File: src/rtl/rstch_pkg.sv
package rstch_pkg;

    typedef enum logic [2:0] {
        KIND_CPU_AUTO,
        KIND_CPU_MANUAL,
        KIND_FLUSH,
        KIND_HW_AUTO,
        KIND_SW_MANUAL
    } rst_kind_e;

    typedef enum logic [2:0] {
        ST_IDLE,
        ST_STOP,
        ST_APPLY,
        ST_HOLD,
        ST_RESTOP,
        ST_REMOVE,
        ST_FLUSH
    } seq_state_e;

    localparam int unsigned ADDR_CTRL = 0;
    localparam int unsigned ADDR_TIME = 1;
    localparam int unsigned BIT_REQ   = 0;
    localparam int unsigned BIT_WE    = 1;
    localparam int unsigned BIT_DONE  = 2;
    localparam int unsigned REMOVE_LSB = 8;

    function automatic bit kind_has_we(rst_kind_e k);
        return (k == KIND_CPU_AUTO) || (k == KIND_CPU_MANUAL) || (k == KIND_FLUSH);
    endfunction

    function automatic bit kind_has_done(rst_kind_e k);
        return (k == KIND_CPU_AUTO) || (k == KIND_CPU_MANUAL) || (k == KIND_HW_AUTO);
    endfunction

    function automatic bit kind_self_clear(rst_kind_e k);
        return (k == KIND_CPU_AUTO) || (k == KIND_FLUSH) || (k == KIND_HW_AUTO);
    endfunction

    function automatic bit kind_manual(rst_kind_e k);
        return (k == KIND_CPU_MANUAL) || (k == KIND_SW_MANUAL);
    endfunction

    function automatic int unsigned kind_period_w(rst_kind_e k);
        return (k == KIND_HW_AUTO) ? 8 : 4;
    endfunction

endpackage

File: src/rtl/rstch_timer.sv
module rstch_timer #(
    parameter int unsigned PW = 4
) (
    input  logic          clk,
    input  logic          rst_n,
    input  logic          tick,
    input  logic          clr,
    input  logic [PW-1:0] period,
    output logic          expired
);

    logic [PW-1:0] cnt_q;

    always_ff @(posedge clk or negedge rst_n) begin
        if (!rst_n) begin
            cnt_q <= '0;
        end else if (clr) begin
            cnt_q <= '0;
        end else if (tick && !expired) begin
            cnt_q <= cnt_q + 1'b1;
        end
    end

    assign expired = (cnt_q >= period);

    AST_CNT_WAITS_TICK: assert property (@(posedge clk) disable iff (!rst_n)
        (!clr && !tick) |=> $stable(cnt_q));

endmodule

File: src/rtl/rstch_fsm.sv
module rstch_fsm
    import rstch_pkg::*;
#(
    parameter rst_kind_e KIND = KIND_CPU_AUTO
) (
    input  logic       clk,
    input  logic       rst_n,
    input  logic       req,
    input  logic       flush_done,
    input  logic       phase_exp,
    output seq_state_e state,
    output logic       cnt_clr,
    output logic       rst_int,
    output logic       clk_stop,
    output logic       seq_end,
    output logic       accept_req
);

    localparam bit MANUAL   = kind_manual(KIND);
    localparam bit IS_FLUSH = (KIND == KIND_FLUSH);

    seq_state_e state_q, state_d;

    always_ff @(posedge clk or negedge rst_n) begin
        if (!rst_n) begin
            state_q <= ST_IDLE;
        end else begin
            state_q <= state_d;
        end
    end

    always_comb begin
        state_d = state_q;
        seq_end = 1'b0;
        unique case (state_q)
            ST_IDLE:   if (req) state_d = IS_FLUSH ? ST_FLUSH : ST_STOP;
            ST_STOP:   state_d = ST_APPLY;
            ST_APPLY:  if (phase_exp) state_d = MANUAL ? ST_HOLD : ST_REMOVE;
            ST_HOLD:   if (!req) state_d = ST_RESTOP;
            ST_RESTOP: state_d = ST_REMOVE;
            ST_REMOVE: begin
                if (phase_exp) begin
                    state_d = ST_IDLE;
                    seq_end = 1'b1;
                end
            end
            ST_FLUSH: begin
                if (flush_done) begin
                    state_d = ST_IDLE;
                    seq_end = 1'b1;
                end
            end
            default:   state_d = ST_IDLE;
        endcase
    end

    always_comb begin
        clk_stop   = 1'b0;
        rst_int    = 1'b0;
        accept_req = 1'b0;
        unique case (state_q)
            ST_IDLE:   accept_req = 1'b1;
            ST_STOP:   clk_stop = 1'b1;
            ST_APPLY:  begin clk_stop = 1'b1; rst_int = 1'b1; end
            ST_HOLD:   begin rst_int = 1'b1; accept_req = 1'b1; end
            ST_RESTOP: begin clk_stop = 1'b1; rst_int = 1'b1; end
            ST_REMOVE: clk_stop = 1'b1;
            ST_FLUSH:  rst_int = 1'b1;
            default:   accept_req = 1'b0;
        endcase
    end

    assign cnt_clr = (state_d != state_q);
    assign state   = state_q;

    generate
        if (!IS_FLUSH) begin : g_stop_checks
            AST_STOP_BEFORE_RST: assert property (@(posedge clk) disable iff (!rst_n)
                $rose(rst_int) |-> $past(clk_stop));
            AST_STOP_AT_RELEASE: assert property (@(posedge clk) disable iff (!rst_n)
                $fell(rst_int) |-> clk_stop);
        end
        if (MANUAL) begin : g_hold_check
            AST_HOLD_WHILE_REQ: assert property (@(posedge clk) disable iff (!rst_n)
                (state_q == ST_HOLD && req) |=> rst_int);
        end
    endgenerate

endmodule

File: src/rtl/rstch_regs.sv
module rstch_regs
    import rstch_pkg::*;
#(
    parameter rst_kind_e   KIND   = KIND_CPU_AUTO,
    parameter int unsigned PW     = 4,
    parameter int unsigned DATA_W = 16,
    parameter int unsigned ADDR_W = 1
) (
    input  logic              clk,
    input  logic              rst_n,
    input  logic              wr,
    input  logic [ADDR_W-1:0] addr,
    input  logic [DATA_W-1:0] wdata,
    output logic [DATA_W-1:0] rdata,
    input  logic              accept_req,
    input  logic              seq_end,
    output logic              req,
    output logic [PW-1:0]     apply_p,
    output logic [PW-1:0]     remove_p
);

    localparam bit HAS_WE     = kind_has_we(KIND);
    localparam bit HAS_DONE   = kind_has_done(KIND);
    localparam bit SELF_CLEAR = kind_self_clear(KIND);

    logic ctrl_wr, time_wr, req_write, done_q;

    assign ctrl_wr   = wr && (addr == ADDR_W'(ADDR_CTRL));
    assign time_wr   = wr && (addr == ADDR_W'(ADDR_TIME));
    assign req_write = ctrl_wr && accept_req && (!HAS_WE || wdata[BIT_WE]);

    always_ff @(posedge clk or negedge rst_n) begin
        if (!rst_n) begin
            req <= 1'b0;
        end else if (seq_end && SELF_CLEAR) begin
            req <= 1'b0;
        end else if (req_write) begin
            req <= wdata[BIT_REQ];
        end
    end

    always_ff @(posedge clk or negedge rst_n) begin
        if (!rst_n) begin
            apply_p  <= '0;
            remove_p <= '0;
        end else if (time_wr) begin
            apply_p  <= wdata[PW-1:0];
            remove_p <= wdata[REMOVE_LSB +: PW];
        end
    end

    generate
        if (HAS_DONE) begin : g_done
            always_ff @(posedge clk or negedge rst_n) begin
                if (!rst_n) begin
                    done_q <= 1'b0;
                end else if (seq_end) begin
                    done_q <= 1'b1;
                end else if (ctrl_wr && wdata[BIT_DONE]) begin
                    done_q <= 1'b0;
                end
            end
            AST_DONE_STICKY: assert property (@(posedge clk) disable iff (!rst_n)
                (done_q && !(ctrl_wr && wdata[BIT_DONE])) |=> done_q);
        end else begin : g_no_done
            assign done_q = 1'b0;
        end
    endgenerate

    always_comb begin
        rdata = '0;
        if (addr == ADDR_W'(ADDR_CTRL)) begin
            rdata[BIT_REQ]  = req;
            rdata[BIT_DONE] = done_q;
        end else begin
            rdata[PW-1:0]          = apply_p;
            rdata[REMOVE_LSB +: PW] = remove_p;
        end
    end

    AST_BUSY_IGNORE: assert property (@(posedge clk) disable iff (!rst_n)
        (!accept_req && !seq_end) |=> $stable(req));

endmodule

File: src/rtl/rst_seq_channel.sv
module rst_seq_channel
    import rstch_pkg::*;
#(
    parameter rst_kind_e   KIND       = KIND_CPU_AUTO,
    parameter bit          ACTIVE_LOW = 1'b0,
    parameter int unsigned DATA_W     = 16,
    parameter int unsigned ADDR_W     = 1
) (
    input  logic              clk,
    input  logic              rst_n,
    input  logic              tick,
    input  logic              reg_wr,
    input  logic [ADDR_W-1:0] reg_addr,
    input  logic [DATA_W-1:0] reg_wdata,
    output logic [DATA_W-1:0] reg_rdata,
    input  logic              flush_done,
    output logic              rst_out,
    output logic              clk_stop
);

    localparam int unsigned PW      = kind_period_w(KIND);
    localparam bit          OUT_LOW = (KIND == KIND_SW_MANUAL) && ACTIVE_LOW;

    seq_state_e    state;
    logic          req, accept_req, seq_end, cnt_clr, phase_exp, rst_int;
    logic [PW-1:0] apply_p, remove_p, phase_period;

    rstch_regs #(
        .KIND(KIND), .PW(PW), .DATA_W(DATA_W), .ADDR_W(ADDR_W)
    ) i_regs (
        .clk(clk), .rst_n(rst_n), .wr(reg_wr), .addr(reg_addr),
        .wdata(reg_wdata), .rdata(reg_rdata), .accept_req(accept_req),
        .seq_end(seq_end), .req(req), .apply_p(apply_p), .remove_p(remove_p)
    );

    rstch_fsm #(.KIND(KIND)) i_fsm (
        .clk(clk), .rst_n(rst_n), .req(req), .flush_done(flush_done),
        .phase_exp(phase_exp), .state(state), .cnt_clr(cnt_clr),
        .rst_int(rst_int), .clk_stop(clk_stop), .seq_end(seq_end),
        .accept_req(accept_req)
    );

    assign phase_period = (state == ST_REMOVE) ? remove_p : apply_p;

    rstch_timer #(.PW(PW)) i_timer (
        .clk(clk), .rst_n(rst_n), .tick(tick), .clr(cnt_clr),
        .period(phase_period), .expired(phase_exp)
    );

    assign rst_out = OUT_LOW ? ~rst_int : rst_int;

endmodule

File: config.mk
export PLATFORM = sky130hd
export DESIGN_NAME = rst_seq_channel
export DESIGN_NICKNAME = d
export VERILOG_FILES = /design/src/rtl/rstch_pkg.sv /design/src/rtl/rstch_timer.sv /design/src/rtl/rstch_fsm.sv /design/src/rtl/rstch_regs.sv /design/src/rtl/rst_seq_channel.sv
export SDC_FILE = /design/constraint.sdc
export NUM_CORES = 1
export LEC_CHECK = 0
export ABC_CLOCK_PERIOD_IN_PS = 3150
export BUFFER_PORTS_ARGS = -buffer_cell sky130_fd_sc_hd__buf_2
export CORE_UTILIZATION = 49
export DETAILED_ROUTE_END_ITERATION = 12
export PLACE_DENSITY = 0.78
export RECOVER_POWER = 25
export SYNTH_ARGS = -nofsm -noshare
export SYNTH_HDL_FRONTEND = slang
export SYNTH_HIERARCHICAL = 1
export SYNTH_SLANG_ARGS = --single-unit
File: constraint.sdc
create_clock -name clk -period 3.15 [get_ports clk]
set_input_delay 0 -clock clk [delete_from_list [all_inputs] [get_ports clk]]
set_output_delay 0 -clock clk [all_outputs]
set_load 0.02 [all_outputs]
==> summary by stage, run 1 <==
Cells and area
The fraction of the core area covered by cells at the end of the flow is 62.2%. The final layout net count is 179. The proportion of layout cells with a drive suffix above 1 is 35.1%.

Leaving out fill and tap cells, the most frequent cell in the layout is sky130_fd_sc_hd__buf_2. The area growth from synthesis to layout is 17.9%. The library cells used most frequently in the layout, excluding fill and tap cells, are 22 x sky130_fd_sc_hd__buf_2, 17 x sky130_fd_sc_hd__dfrtp_1, 10 x sky130_fd_sc_hd__o21ai_0, 10 x sky130_fd_sc_hd__mux2_2.

The repair_antennas step left the layout with diodes totalling 0. Leaving out filler cells and counting taps, the final layout contains 179.

STA
On the final layout, the worst hold slack is 0.0513 ns. Setup repair after global routing left no endpoint under its margin. The period utilization is 88.8%. The total count of max-transition violations in the final report is 0. The number of hold violations in the final report is 0. The tightest slew margin relative to the limit is 38.7%.

The worst setup slack after layout is 0.353 ns. Clock skew on the completed layout was measured at 0.00789 ns. The maximum clock frequency is 357 MHz. The accumulated negative setup slack is 0 ns. The number of endpoints failing setup at the final stage is 0. At the pin with the least slew margin, the transition time is 0.920 ns. The routed design could run at a clock period as short as 2.80 ns.

Clock network
The number of clock sinks is 17. The maximum level of the CTS H-tree is 1. The clock slew seen by the registers of the worst setup and hold paths is 0.10 ns. Clock tree synthesis selected as its root buffer the cell sky130_fd_sc_hd__clkbuf_4. In this run, CTS created clock tree buffers numbering 3. The longest clock path from root to sink contains 2 buffers. The TritonCTS clock tree is done. After clock tree synthesis, the setup repair step added 0 buffers. The later-pin clock latency in the skew report is 0.28 ns.

Worst setup path
STA puts the critical path data arrival time at 2.97 ns. Walking the worst path, the cells encountered are nand3b_4 -> mux2_4 -> inv_1 -> ha_1 -> o211ai_1 -> o21ai_0 -> nor2_2 -> o311a_1 -> a21oi_2 -> a21oi_1. The family of cells with the greatest summed delay on the critical path is compound AO/OA/AOI/OAI gates. The number of buffers and inverters on the critical path is 1. Of all nets on the critical path, the largest fanout is 12.

The worst setup path is captured at a flop. At the worst endpoint, the required time is 3.32 ns. The path type of the worst setup path is reg -> reg.

The maximum cell stage delay along the critical path is 0.57 ns. The kind of launch point of the worst setup path is a flop. The cell with the largest stage delay on the worst path is sky130_fd_sc_hd__dfrtp_1.

Route
The first detailed-routing pass ran for 4 iterations. The wire length per cell is 12.6 um. The number of remaining DRC errors is 0. The post-route antenna net violation count is 0. Using the TritonRoute via totals, the vias-per-cell ratio works out to 5.20.

After detailed routing, the total wire length is 2.25 mm. The routed layout has 930 vias. The detailed router finished its first iteration with 12 violations.

Synthesis
The count of flip-flops with a built-in enable after synthesis is 0. The number of synthesized register bits is 17. The Yosys warning count is 6.

Of the synthesized area, sequential elements account for 35.8%. The proportion of netlist area held by the largest area contributor is 35.8%. The post-synthesis cell count is 119. The cell type with the largest total area after synthesis is sky130_fd_sc_hd__dfrtp_1. Yosys mapped the design onto 38 distinct sky130hd cell types. The netlist area before placement is 1190 sq um. Counting flops with an async set or reset pin after synthesis yields a share of 100%. Averaged over all synthesized cells, the footprint is 9.99 sq um. Sorting the synthesized cells by area gives the leading types as sky130_fd_sc_hd__dfrtp_1 36%, sky130_fd_sc_hd__mux2_2 9.5%, sky130_fd_sc_hd__ha_1 5.3%.

Among all flip-flop cells after synthesis, the most frequent one is sky130_fd_sc_hd__dfrtp_1.

Die
In this run the vertical extent of the chip is 51.3 um. After floorplanning, the core was sized to cover 2250 sq um. The floorplan step defined a die boundary enclosing 2630 sq um. In this run the horizontal extent of the chip is 51.3 um.

In this run the count of I/O pins placed on the die edge is 40. The initialized floorplan defines 17 standard-cell rows. The starting density of the core is 52.7%.

Placement
The HPWL after detailed placement is 1.65 mm. The total instance count after detailed placement is 166. Prior to clock tree synthesis, the placed netlist has a worst setup slack of 0.402 ns. The quantity of I/O buffers inserted on ports is 23. The routability congestion estimate from global placement is 0.820.

Global routing
After global routing the overflow that remains totals 0. The via count of the first global-routing pass is 890. Entering global routing, the biggest net connects 18 pins. The number of antenna violations at the first check in global routing is 0. The global-route wire length before repair is 3.75 mm.

The aggregate global-route resource usage is 19.3%.

Pwr
The leakage power is 0.699 nW. Across the VDD grid, the largest voltage drop is 0.000541 V. For this design the ratio of total power to cell area is 705 nW/um^2.

Run
The tool flagged a number of max-cap violations equal to 0.

Hold path
The min-delay analysis places its worst path in the category in -> reg.

Status
The flow ran to the end, and the final reports show no timing, DRC or antenna violations.
-- synthesized netlist by cell type (3+ instances only) --
library cell / count
sky130_fd_sc_hd__dfrtp_1: 17
sky130_fd_sc_hd__mux2_2: 10
sky130_fd_sc_hd__o21ai_0: 10
sky130_fd_sc_hd__inv_1: 9
sky130_fd_sc_hd__buf_4: 8
sky130_fd_sc_hd__a21oi_1: 6
sky130_fd_sc_hd__and2_2: 6
sky130_fd_sc_hd__nor2_1: 6
sky130_fd_sc_hd__ha_1: 5
sky130_fd_sc_hd__mux2_4: 4
sky130_fd_sc_hd__nand2_1: 3
sky130_fd_sc_hd__nand2b_1: 3
sky130_fd_sc_hd__nor2b_1: 3
-- where the power goes --
group          leakage, nW  total (mW)  switching, mW  internal, mW
logic                0.472       0.516          0.277         0.239
registers            0.212       0.356         0.0832         0.273
clock network       0.0150       0.115         0.0663        0.0491
-- flip-flops by register name, summed over array words and instances, names as in the netlist --
signal,flops
i_regs/req,1
i_regs/done_q,1
i_timer/cnt_q,4
i_regs/apply_p,4
i_regs/remove_p,4
i_fsm/state,3
-- worst reg2reg max path: cells and delay by family (launching register included) --
| kind | cells | cell delay (ns) |
|---|---|---|
| AOI/OAI and AO/OA | 5 | 1.20 |
| muxes | 1 | 0.31 |
| buffers and inverters | 1 | 0.06 |
| DFF | 1 | 0.57 |
| and+or+nand+nor | 2 | 0.36 |
| adders and majority gates | 1 | 0.18 |
-- routing by layer --
layer | vias to the layer above | GRT usage, % | routed length, um
li1 | 459 | - | -
met1 | 451 | 22.6 | 981
met2 | 18 | 35.3 | 1210
met3 | 2 | 2.98 | 56
met4 | 0 | 6.76 | 10
met5 | - | 0 | 0
-- path summary, 6_finish.rpt --
check	endpoint	cells after the start	slack, ns	start
worst max-delay path	i_timer/cnt_q[3]	10	0.35	i_fsm/state[1]
worst min-delay path	i_regs/req	3	0.05	reg_wr
min in group asynchronous	i_fsm/state[1]	2	0.35	rst_n
worst min register to register	i_regs/done_q	1	0.53	i_regs/done_q
max in group asynchronous	i_regs/remove_p[0]	2	2.23	rst_n
worst max register to register	i_timer/cnt_q[3]	10	0.35	i_fsm/state[1]
-- cells by family (layout without fill, tap and decap cells) --
family | Yosys count | count (layout) | synth area share, %
AO/OA/AOI/OAI | 25 | 25 | 13.3
XOR/XNOR | 2 | 2 | 1.47
adder cells (fa/ha/maj) | 5 | 5 | 5.26
buffers and inverters | 21 | 46 | 10.1
flip-flops | 17 | 17 | 35.8
multiplexers | 16 | 16 | 16.2
other | 1 | 8 | 0.315
AND/OR/NAND/NOR | 32 | 32 | 17.6
-- timing repair --
action	in CTS	in global routing
hold endpoints to repair	26	0
gates resized for setup	0	0
hold buffers	9	0
-- metrics by stage --
stage                     total power [mW]  area, sq um
final                                0.987         1400
after detailed placement             0.862         1290
after floorplan                      0.758         1210
after global placement               0.837         1290
after global routing                  1.06         1400
after CTS                            0.992         1400
-- layout make-up --
class	instances	area, sq um
well taps	28	35.0
flip-flops and latches	17	425
clock buffers	4	26.3
multi-input cells	88	669
fillers	195	853
repair buffers	33	211
inverters	9	33.8
(Power assumes the default switching activity.)
==> inputs of run 2 (changes only) <==
==> constraint.sdc (replaced) <==
create_clock -name clk -period 3.15 [get_ports clk]
set_input_delay 0.1575 -clock clk [delete_from_list [all_inputs] [get_ports clk]]
set_output_delay 0.1575 -clock clk [all_outputs]
set_load 0.02 [all_outputs]
==> run 2 against run 1 <==
Effect of this change:
- sequential share of layout area grew 1.8 points
- count of clock-buffer cells in the layout stayed put
- global-route usage is 1.8 points lower
- critical endpoint is now i_timer/cnt_q[2]
- wire length down 5.2%
- largest power group unchanged
- highest routed layer unchanged
- combinational power decreased by 2%
- sequential cell count stayed put
==> summary by stage, run 2 (synthesis gave the netlist of run 1 again) <==
Status
The flow ran to the end, and the final reports show no timing, DRC or antenna violations.

Placement
The routability congestion estimate from global placement is 0.819 (-0.22%). The quantity of I/O buffers inserted on ports was 23 (unchanged). The post-detailed-placement half-perimeter wirelength is 1.64 mm (-0.99%). The total instance count after detailed placement is 166 (unchanged).

Route
The total wire length after detailed routing is 2.14 mm (-5.2%). The number of remaining DRC errors is 0 (unchanged). The number of optimization iterations in the first detailed-route pass is 4 (unchanged). The starting DRC count in detailed routing is 25 (+13). The wire length per cell is 12.5 um (-0.80%). The post-route antenna net violation count came to 0 (unchanged). The via count is 908 (-2.4%). The per-cell via count in the routed design was 5.31 (+2.2%).

Die
The number of placement rows is 17 (unchanged). The area of the die is 2630 sq um (unchanged). The die span in x is 51.3 um (unchanged).

The die boundary height is 51.3 um (unchanged). The boundary pin count is 40 (unchanged). The starting density of the core is 52.7% (unchanged). The area of the core region is 2250 sq um (unchanged).

STA
The worst clock skew on the final layout is 0.00630 ns (-0.00159 ns). The shortest period the worst path allows was 2.80 ns (+0.00476 ns). The period utilization came to 89.0% (+0.15 points). The number of hold violations in the final report is 0 (unchanged). The tightest slew margin relative to the limit is 36.2% (-2.5 points). Setup repair after global routing left no endpoint under its margin.

The slew at the pin closest to its max-slew limit was 0.957 ns (+0.0369 ns). The total count of max-transition violations in the final report was 0 (unchanged). The number of endpoints failing setup at the final stage is 0 (unchanged). The accumulated negative setup slack is 0 ns (unchanged).

The maximum clock frequency came to 357 MHz (-0.17%).

Pwr
The power density over cell area is 741 nW/um^2 (+5.2%). The leakage power is 0.665 nW (-4.8%). The total design power is 979 uW (-0.83%). The worst supply voltage drop on vdd is 0.000500 V (-7.6%).

Worst setup path
For this design, the slowest cell found on the critical path is sky130_fd_sc_hd__dfrtp_1. The worst-path maximum fanout came to 12 (unchanged). The kind of launch point of the worst setup path is a flop. STA classifies the critical path endpoint as a flop.

The maximum cell stage delay along the critical path is 0.57 ns (about the same). Broken down by cell family, the worst path's largest delay share belongs to compound AO/OA/AOI/OAI gates. The number of buffers and inverters on the critical path came to 1 (unchanged). The critical path arrival is 2.98 ns (about the same). The critical path data required time is 3.32 ns (about the same). The number of logic stages on the critical path including buffering came to 10 (unchanged). The critical path goes through nand3b_4 -> mux2_4 -> inv_1 -> ha_1 -> o211ai_1 -> o21ai_0 -> nor2_2 -> o311a_1 -> a21oi_2 -> a21oi_1. The worst setup path is of the reg -> reg kind. The depth of the worst register-to-register path came to 10 (unchanged).

Cells and area
The final non-filler cell total is 171 (-4.5%). The final layout net count is 171 (-4.5%). The proportion of layout cells with a drive suffix above 1 was 37.1% (+2.0 points).

The area growth from synthesis to layout is 11.2%. The sequential standard cell area is 425 sq um (unchanged). The area of combinational cells with multiple inputs is 669 sq um (unchanged). The total inserted antenna cells was 0 (unchanged). The number of fill cells is 209 (+7.2%). Leaving out fill and tap cells, the most frequent cells in the layout are 22 x sky130_fd_sc_hd__buf_2, 17 x sky130_fd_sc_hd__dfrtp_1, 10 x sky130_fd_sc_hd__o21ai_0, 10 x sky130_fd_sc_hd__mux2_2, 9 x sky130_fd_sc_hd__inv_1. The largest registers in the layout are i_regs/apply_p (4), i_regs/remove_p (4), i_timer/cnt_q (4). Leaving out fill and tap cells, the most frequent cell in the layout is sky130_fd_sc_hd__buf_2.

Global routing
The number of antenna violations at the first check in global routing was 0 (unchanged). The global-route wire length before repair is 3.41 mm (-9.0%). The via count of the first global-routing pass is 810 (-9.0%).

The total congestion overflow after global routing is 0 (unchanged). The maximum number of pins on one net before global-route repair is 18 (unchanged). The aggregate global-route resource usage came to 17.5% (-1.8 points).

Clock network
The number of clock sinks is 17 (unchanged). The number of CTS-inserted buffers is 3 (unchanged). The clock slew seen by the registers of the worst setup and hold paths came to 0.10 ns (about the same). The maximum level of the CTS H-tree came to 1 (unchanged).

The TritonCTS clock tree is done. The maximum buffer depth of the clock tree is 2 (unchanged). The later-pin clock latency in the skew report was 0.29 ns (about the same). The buffers inserted during post-CTS setup optimization came to 0 (unchanged).

Clock tree synthesis selected as its root buffer the cell sky130_fd_sc_hd__clkbuf_4.

Run
The reported max-cap violation count is 0 (unchanged).

Hold path
The number of cells on the worst hold path came to 2 (-1). The class of the most critical hold timing path is in -> reg.
[run 2: where the power goes]
part,internal [mW],switching [mW]
sequential,0.273,0.0833
combinational,0.232,0.272
clock,0.0492,0.0694
[run 2: per-layer routing]
metal	track usage [%]	part of all wire, %
met3	1.79	3.4
met5	0	0
met2	32.2	51
met1	20.6	46
met4	6.76	0.47
[run 2: final cells by class]
cell class                      instances  share of cell area (%)
Inverter                                9                    2.56
Sequential cell                        17                    32.2
Tap cell                               28                    2.65
Timing Repair Buffer                   25                    9.94
Clock buffer                            4                    1.99
Multi-Input combinational cell         88                    50.7
[run 2: worst paths after layout]
| kind | from | endpoint | slack (ns) |
|---|---|---|---|
| worst min-delay path | reg_wdata[8] | i_regs/remove_p[0] | 0.1 |
| worst max-delay path | i_fsm/state[1] | i_timer/cnt_q[2] | 0.35 |
| min in group asynchronous | rst_n | i_timer/cnt_q[0] | 0.52 |
| max in group asynchronous | rst_n | i_regs/remove_p[2] | 2.05 |
| worst min register to register | i_regs/done_q | i_regs/done_q | 0.51 |
| worst max register to register | i_fsm/state[1] | i_timer/cnt_q[2] | 0.35 |
[run 2: metrics by stage]
| stage | worst slack, ns | util (%) | hold slack [ns] | instance area (sq um) |
|---|---|---|---|---|
| after floorplan | 0.892 | - | -0.138 | 1210 |
| after detailed placement | 0.392 | 57.0 | 0.105 | 1290 |
| after global placement | 0.432 | 57.0 | 0.0991 | 1290 |
| final | 0.348 | 58.6 | 0.0962 | 1320 |
| after global routing | 0.245 | 58.6 | 0.0976 | 1320 |
| after CTS | 0.389 | 58.7 | 0.0855 | 1320 |
[run 2: timing repair]
action / 4_1_cts / 5_1_grt
endpoints found under the hold margin: 17 / 0
hold buffers: 1 / 0
resized for setup: 0 / 0
